**src/rtl/ldst_pkg.sv**
```systemverilog
package ldst_pkg;

    typedef enum logic [1:0] {
        SZ_BYTE = 2'd0,
        SZ_HALF = 2'd1,
        SZ_WORD = 2'd2
    } acc_size_e;

    typedef enum logic [0:0] {
        S_IDLE      = 1'b0,
        S_LOAD_WAIT = 1'b1
    } ld_state_e;

    typedef struct packed {
        logic      valid;
        logic      store;
        logic      update;
        logic      sext;
        acc_size_e size;
    } op_info_t;

    // Operation codes: bit 0 selects the with-update form, bit 3 selects store.
    function automatic op_info_t decode_op(input logic [3:0] op);
        op_info_t r;
        r = '{valid: 1'b0, store: 1'b0, update: 1'b0, sext: 1'b0, size: SZ_BYTE};
        if (op <= 4'd13) begin
            r.valid  = 1'b1;
            r.store  = op[3];
            r.update = op[0];
            if (op[3]) begin
                r.size = acc_size_e'(op[2:1]);
            end else begin
                unique case (op[2:1])
                    2'd0: r.size = SZ_BYTE;
                    2'd1: r.size = SZ_HALF;
                    2'd2: begin
                        r.size = SZ_HALF;
                        r.sext = 1'b1;
                    end
                    default: r.size = SZ_WORD;
                endcase
            end
        end
        return r;
    endfunction

endpackage

```
**src/rtl/ldst_ea_gen.sv**
```systemverilog
module ldst_ea_gen #(
    parameter int XLEN   = 32,
    parameter int RIDX_W = 5
) (
    input  logic [RIDX_W-1:0] idx_a,
    input  logic [XLEN-1:0]   a_val,
    input  logic [XLEN-1:0]   b_val,
    output logic [XLEN-1:0]   ea
);
    logic [XLEN-1:0] base_term;

    // Register index zero contributes zero, not its contents.
    assign base_term = (idx_a == '0) ? '0 : a_val;
    assign ea        = base_term + b_val;
endmodule

```
**src/rtl/ldst_base_upd.sv**
```systemverilog
module ldst_base_upd #(
    parameter int XLEN   = 32,
    parameter int RIDX_W = 5
) (
    input  logic              fire,
    input  logic              is_store,
    input  logic              is_update,
    input  logic [RIDX_W-1:0] idx_a,
    input  logic [RIDX_W-1:0] idx_d,
    input  logic [XLEN-1:0]   ea,
    output logic              base_we,
    output logic [RIDX_W-1:0] base_idx,
    output logic [XLEN-1:0]   base_data
);
    logic load_ok;

    // Loads skip the base write when it would hit r0 or collide with the target.
    assign load_ok   = (idx_a != '0) && (idx_a != idx_d);
    assign base_we   = fire && is_update && (is_store || load_ok);
    assign base_idx  = idx_a;
    assign base_data = ea;
endmodule

```
**src/rtl/ldst_store_lanes.sv**
```systemverilog
module ldst_store_lanes import ldst_pkg::*; #(
    parameter int XLEN = 32
) (
    input  acc_size_e                     size,
    input  logic [$clog2(XLEN/8)-1:0]     off,
    input  logic [XLEN-1:0]               src,
    output logic [XLEN/8-1:0]             be,
    output logic [XLEN-1:0]               wdata
);
    localparam int NUM_LANES = XLEN / 8;
    localparam int LANE_W    = $clog2(NUM_LANES);

    for (genvar j = 0; j < NUM_LANES; j++) begin : g_lane
        // Lane j carries bits [8j+7:8j]; its big-endian byte offset is NUM_LANES-1-j.
        localparam logic [LANE_W-1:0] LANE_OFF = LANE_W'(NUM_LANES - 1 - j);
        logic       en;
        logic [7:0] byt;

        always_comb begin
            unique case (size)
                SZ_BYTE: begin
                    en  = (off == LANE_OFF);
                    byt = src[7:0];
                end
                SZ_HALF: begin
                    en  = (off[LANE_W-1:1] == LANE_OFF[LANE_W-1:1]);
                    byt = LANE_OFF[0] ? src[7:0] : src[15:8];
                end
                default: begin
                    en  = 1'b1;
                    byt = src[8*j +: 8];
                end
            endcase
        end

        assign be[j]          = en;
        assign wdata[8*j +: 8] = en ? byt : 8'h00;
    end
endmodule

```
**src/rtl/ldst_load_lanes.sv**
```systemverilog
module ldst_load_lanes import ldst_pkg::*; #(
    parameter int XLEN = 32
) (
    input  acc_size_e                 size,
    input  logic                      sext,
    input  logic [$clog2(XLEN/8)-1:0] off,
    input  logic [XLEN-1:0]           rdata,
    output logic [XLEN-1:0]           result
);
    localparam int NUM_LANES = XLEN / 8;
    localparam int LANE_W    = $clog2(NUM_LANES);

    logic [LANE_W+2:0] byte_pos;
    logic [LANE_W+2:0] half_pos;
    logic [7:0]        byte_sel;
    logic [15:0]       half_sel;

    // Offset k lives at bit 8*(NUM_LANES-1-k); the inverted offset gives that lane number.
    assign byte_pos = {~off, 3'b000};
    assign half_pos = {~off[LANE_W-1:1], 1'b0, 3'b000};
    assign byte_sel = rdata[byte_pos +: 8];
    assign half_sel = rdata[half_pos +: 16];

    always_comb begin
        unique case (size)
            SZ_BYTE: result = {{(XLEN-8){1'b0}}, byte_sel};
            SZ_HALF: result = sext ? {{(XLEN-16){half_sel[15]}}, half_sel}
                                   : {{(XLEN-16){1'b0}}, half_sel};
            default: result = rdata;
        endcase
    end
endmodule

```
**src/rtl/ldst_index_agu.sv**
```systemverilog
module ldst_index_agu import ldst_pkg::*; #(
    parameter int XLEN   = 32,
    parameter int RIDX_W = 5
) (
    input  logic                clk,
    input  logic                rst_n,
    input  logic                req_valid,
    input  logic [3:0]          req_op,
    input  logic [RIDX_W-1:0]   idx_a,
    input  logic [RIDX_W-1:0]   idx_d,
    input  logic [XLEN-1:0]     a_val,
    input  logic [XLEN-1:0]     b_val,
    input  logic [XLEN-1:0]     s_val,
    input  logic [XLEN-1:0]     mem_rdata,
    output logic                mem_req,
    output logic                mem_we,
    output logic [XLEN-1:0]     mem_addr,
    output logic [XLEN/8-1:0]   mem_be,
    output logic [XLEN-1:0]     mem_wdata,
    output logic                ld_we,
    output logic [RIDX_W-1:0]   ld_idx,
    output logic [XLEN-1:0]     ld_data,
    output logic                base_we,
    output logic [RIDX_W-1:0]   base_idx,
    output logic [XLEN-1:0]     base_data
);
    localparam int NUM_LANES = XLEN / 8;
    localparam int LANE_W    = $clog2(NUM_LANES);

    op_info_t              info;
    logic                  fire;
    logic                  issue_load;
    logic [XLEN-1:0]       ea;
    logic [NUM_LANES-1:0]  be_raw;
    logic [XLEN-1:0]       wdata_raw;

    ld_state_e             state_q, state_d;
    logic [RIDX_W-1:0]     pend_idx_q;
    logic [LANE_W-1:0]     pend_off_q;
    acc_size_e             pend_size_q;
    logic                  pend_sext_q;

    assign info       = decode_op(req_op);
    assign fire       = req_valid && info.valid;
    assign issue_load = fire && !info.store;

    ldst_ea_gen #(.XLEN(XLEN), .RIDX_W(RIDX_W)) u_ea (
        .idx_a (idx_a),
        .a_val (a_val),
        .b_val (b_val),
        .ea    (ea)
    );

    ldst_base_upd #(.XLEN(XLEN), .RIDX_W(RIDX_W)) u_base (
        .fire      (fire),
        .is_store  (info.store),
        .is_update (info.update),
        .idx_a     (idx_a),
        .idx_d     (idx_d),
        .ea        (ea),
        .base_we   (base_we),
        .base_idx  (base_idx),
        .base_data (base_data)
    );

    ldst_store_lanes #(.XLEN(XLEN)) u_st (
        .size  (info.size),
        .off   (ea[LANE_W-1:0]),
        .src   (s_val),
        .be    (be_raw),
        .wdata (wdata_raw)
    );

    ldst_load_lanes #(.XLEN(XLEN)) u_ld (
        .size   (pend_size_q),
        .sext   (pend_sext_q),
        .off    (pend_off_q),
        .rdata  (mem_rdata),
        .result (ld_data)
    );

    // Request-cycle memory outputs.
    assign mem_req   = fire;
    assign mem_we    = fire && info.store;
    assign mem_addr  = ea;
    assign mem_be    = fire ? be_raw : '0;
    assign mem_wdata = (fire && info.store) ? wdata_raw : '0;

    // Next state: T_ISSUE / T_CHAIN on a new load, T_RETIRE / T_HOLD otherwise.
    always_comb begin
        unique case (state_q)
            S_IDLE:      state_d = issue_load ? S_LOAD_WAIT : S_IDLE;
            S_LOAD_WAIT: state_d = issue_load ? S_LOAD_WAIT : S_IDLE;
            default:     state_d = S_IDLE;
        endcase
    end

    // State register.
    always_ff @(posedge clk or negedge rst_n) begin
        if (!rst_n) begin
            state_q <= S_IDLE;
        end else begin
            state_q <= state_d;
        end
    end

    // Context of the load whose data returns next cycle.
    always_ff @(posedge clk or negedge rst_n) begin
        if (!rst_n) begin
            pend_idx_q  <= '0;
            pend_off_q  <= '0;
            pend_size_q <= SZ_BYTE;
            pend_sext_q <= 1'b0;
        end else if (issue_load) begin
            pend_idx_q  <= idx_d;
            pend_off_q  <= ea[LANE_W-1:0];
            pend_size_q <= info.size;
            pend_sext_q <= info.sext;
        end
    end

    // State-decoded outputs.
    always_comb begin
        ld_idx = pend_idx_q;
        unique case (state_q)
            S_IDLE:      ld_we = 1'b0;
            S_LOAD_WAIT: ld_we = 1'b1;
            default:     ld_we = 1'b0;
        endcase
    end
endmodule

```
**config.mk**
```make
export PLATFORM = sky130hd
export DESIGN_NAME = ldst_index_agu
export DESIGN_NICKNAME = d
export VERILOG_FILES = /design/src/rtl/ldst_pkg.sv /design/src/rtl/ldst_ea_gen.sv /design/src/rtl/ldst_base_upd.sv /design/src/rtl/ldst_store_lanes.sv /design/src/rtl/ldst_load_lanes.sv /design/src/rtl/ldst_index_agu.sv
export SDC_FILE = /design/constraint.sdc
export NUM_CORES = 1
export LEC_CHECK = 0
export ABC_AREA = 1
export BUFFER_PORTS_ARGS = -buffer_cell sky130_fd_sc_hd__buf_4
export CAP_MARGIN = 20
export CORE_AREA = 2 2 113 115
export DETAILED_ROUTE_END_ITERATION = 8
export DIE_AREA = 0 0 115 117
export GPL_TIMING_DRIVEN = 0
export PLACE_DENSITY = 0.77
export SYNTH_ARGS = -nofsm -noshare
export SYNTH_HDL_FRONTEND = slang
export SYNTH_SLANG_ARGS = --single-unit
export TNS_END_PERCENT = 5
```
**constraint.sdc**
```tcl
create_clock -name clk -period 7.65 [get_ports clk]
set_input_delay 2.295 -clock clk [delete_from_list [all_inputs] [get_ports clk]]
set_output_delay 2.295 -clock clk [all_outputs]
set_load 0.01 [all_outputs]
```
==> key figures <==
CTS
  • Clock Tree Buf Depth: 2
  • Clk sink count: 11
  • H-tree level count: 1
  • Clock tree from TritonCTS: done
  • CTS Hold Bufs: 0
  • TritonCTS Buffers: 3
  • Latest clock arrival within the worst-skew pair: around 0.23 ns
  • Clock Pin Slew Worst Setup and Hold Paths: 0.04 ns
  • Post-CTS setup buffers: 0
  • Root Driver: clkbuf_16

Die
  • Initial Util: 36.72%
  • Row count: 41
  • IO Pins: 291
  • Die Ht: 117 µm
  • Die ar.: 13460 µm²
  • Core ar.: 12310 µm²
  • Width of the chip: 115 µm

Route
  • Final wirelength: 17670 µm
  • Drt via density: 4.744
  • DR pass1 iterations: 5
  • Antenna viol nets, final: 0
  • DR DRC count: 0
  • Via count: 6381
  • Wire length per cell: 13.13 µm
  • DRT iter0 DRCs: about 340

Critical path
  • Slowest stage delay, CP: slightly above 0.4 ns
  • Crit path max-delay cell type: fa_1
  • WS Path Type: input port to primary output
  • Worst path required time: 5.36 ns
  • Setup crit start: idx_a[4]
  • R2r startpoint: pend_size_q[1]
  • R2R Setup Slk: 6.73 ns
  • Crit-path cells: buf_4, nor2_1, nand3_2, clkbuf_2, nand2_1, inv_1, ha_1, inv_1, fa_1, inv_1, nand3_1, nand3_1, nand3_1, nand3_1, nand2_1, nand3_1, nand2_1, buf_4, buf_4
  • Worst setup SP type: input port
  • Arrival time of the worst setup path: 5.00 ns
  • Most common cell on crit path: nand3_1
  • R2R Path End: pend_size_q[1]
  • Critical path peak fanout: 10
  • R2r worst-path depth: 3
  • Worst Setup End Kind: primary output

Final layout
  • Final core occ: 56.62%
  • Fraction of layout cells with a size suffix above 1: between 30% and 40%
  • N_diodes: 0
  • Fin nets: 1375
  • Commonest cells after routing, fill and taps aside: nand2_1, buf_4, inv_1
  • # fillers: approximately 1.3k
  • Most common cell after layout, fill and taps aside: nand2_1
  • Non-Filler Instances: approximately 1.3k
  • Area growth syn-to-layout: 54.19%

STA
  • Max Fclk: 137.1 MHz
  • Slew Limit Fails: 0
  • RSZ-0062 raised after global routing: no
  • Max-Slew Margin vs Limit: 35.08%
  • Setup TNS Final: 0 ns
  • Post-route minimum period: 7.294 ns
  • Hold Fails Final Rpt: 0
  • Least-Margin Pin Slew: around 0.97 ns
  • Final setup violation count: 0
  • Clock Skew: 0 ns
  • Fin crit share: 95.35%

Power
  • Pwr Density: 126.6 nW/µm²
  • P_sw: 0.0004039 W
  • Leak: ~4.5 nW
  • Peak VDD IR: 67.09 µV
  • Clock power frac: 10.5%
  • Logic pwr share: 81.4%
  • Switching part of the total power: a little under half
  • Internal power: 0.0004785 W
  • Share of power burned in registers: 8.1%

Synthesis
  • Post-Syn Area per Cell: 5.017 µm²
  • Synth Net Count: 1080
  • Flops & latches, synth: 11
  • Synth warnings: 0
  • Post-synth cell types: 34
  • Post-synthesis cell count: 901
  • Register area share after synthesis: 6.089%
  • Cell area after synthesis: around 4500 µm²

Global route
  • GRT overflow: 0
  • Initial antenna violation count: 0
  • First-pass GRT wire length: 27170 µm
  • Vias in the first global route: between 5k and 6k
  • All-Layer GR Usage: 24.82%
  • Largest net degree at the start of global routing: 12

Worst hold path
  • Worst Hold End: ld_idx[0]
  • Hold Path Depth: 2
  • Hold Crit Start: ld_idx[0]
  • Min-Delay Path Class: flip-flop to flip-flop

Place
  • Routability cong.: 0.9138
  • Cell Count Post-Placement: 1341
  • Hpwl dp: 15420 µm
  • Port bufs: 290

Status
  • Status: finished, final reports clean

Job
  • Max-Cap Viols: 0
routing by layer:
layer / GRT usage [%] / up-vias / routed length [µm]
met5: 0 / - / 0
li1: - / 3296 / -
met3: 2.832 / 34 / 1243
met4: 6.827 / 0 / 488
met1: 30.03 / 2792 / 7265
met2: 46.43 / 259 / 8667
through the flow:
| stage | hold slack (ns) | worst slack, ns | area, µm² | total power (W) |
|---|---|---|---|---|
| final | 0.4735 | 0.3559 | 6970 | 0.0008824 |
| after global routing | 0.4832 | 0.1224 | 6970 | 0.0009576 |
| after global placement | 0.4560 | -0.001480 | 6885 | 0.0007799 |
| after CTS | 0.4706 | 0.1691 | 6965 | 0.0008818 |
| after floorplan | 0.4427 | 0.9680 | 4521 | 0.0004620 |
| after detailed placement | 0.4600 | 0.008046 | 6885 | 0.0007857 |
Yosys cell counts, drive strengths merged:
cell	count	area (µm²)
inv	187	704.4
o21ai	40	211.5
a22o	8	70.07
nor2	85	329.1
a21o	1	7.510
nand3	34	175.2
xor2	15	131.4
a21oi	51	255.2
nand2	354	1339
nor3	7	46.30
ha	33	412.9
o2111ai	6	52.55
o21a	2	22.52
dfrtp	11	275.3
o211ai	2	15.01
o21bai	3	22.52
clkbuf	8	30.03
fa	1	20.02
or2	2	12.52
nand4	4	25.02
buf	44	336.6
xnor2	3	26.28
power by group through the flow:
stage	clock network (W)	registers (W)	logic, W
after floorplan	0	0.0000736	0.000388
after global placement	0	0.0000722	0.000708
after detailed placement	0	0.0000726	0.000713
after CTS	0.0000941	0.0000718	0.000716
after global routing	0.0000977	0.0000729	0.000787
final	0.0000926	0.0000718	0.000718
cell type report:
class | instances | area, µm² | share of cell area, %
Tap cell | 150 | 187.7 | 2.693
Multi-Input combinational cell | 651 | 3179 | 45.61
Sequential cell | 11 | 275.3 | 3.949
Buffer | 52 | 367.9 | 5.277
Clock buffer | 4 | 78.83 | 1.131
Inverter | 187 | 704.4 | 10.11
Timing Repair Buffer | 290 | 2177 | 31.23
how the worst max path moves through the flow:
stage / to / cells past startpoint
final: mem_addr[28] / 19
after global routing: mem_addr[28] / 19
after CTS: mem_addr[28] / 19
after detailed placement: mem_addr[28] / 19
after global placement: mem_addr[28] / 19
after floorplan: mem_addr[12] / 15
cells by family (layout without fill, tap and decap cells):
| family | Yosys count | in the layout | synth area share [%] |
|---|---|---|---|
| XOR/XNOR | 18 | 18 | 3.488 |
| AO/OA/AOI/OAI | 113 | 113 | 14.53 |
| buffers and inverters | 239 | 533 | 23.69 |
| flip-flops | 11 | 11 | 6.089 |
| AND/OR/NAND/NOR | 486 | 486 | 42.62 |
| adder cells (fa/ha/maj) | 34 | 34 | 9.577 |
worst max-delay path: cells and delay by family:
| kind | cells | cell delay, ns |
|---|---|---|
| and+or+nand+nor | 10 | 1.14 |
| buffers and inverters | 7 | 0.97 |
| adders and majority gates | 2 | 0.60 |
sequential cells by signal, summed over array words and instances (netlist names):
name         flops
pend_size_q      2
pend_off_q       2
pend_sext_q      1
ld_idx           5
state_q          1
repair_timing:
item,in CTS,in global routing
endpoints found under the hold margin,0,0
setup endpoints to repair,1,5
resized for setup,1,1
Power figures use the tool's default switching activity.
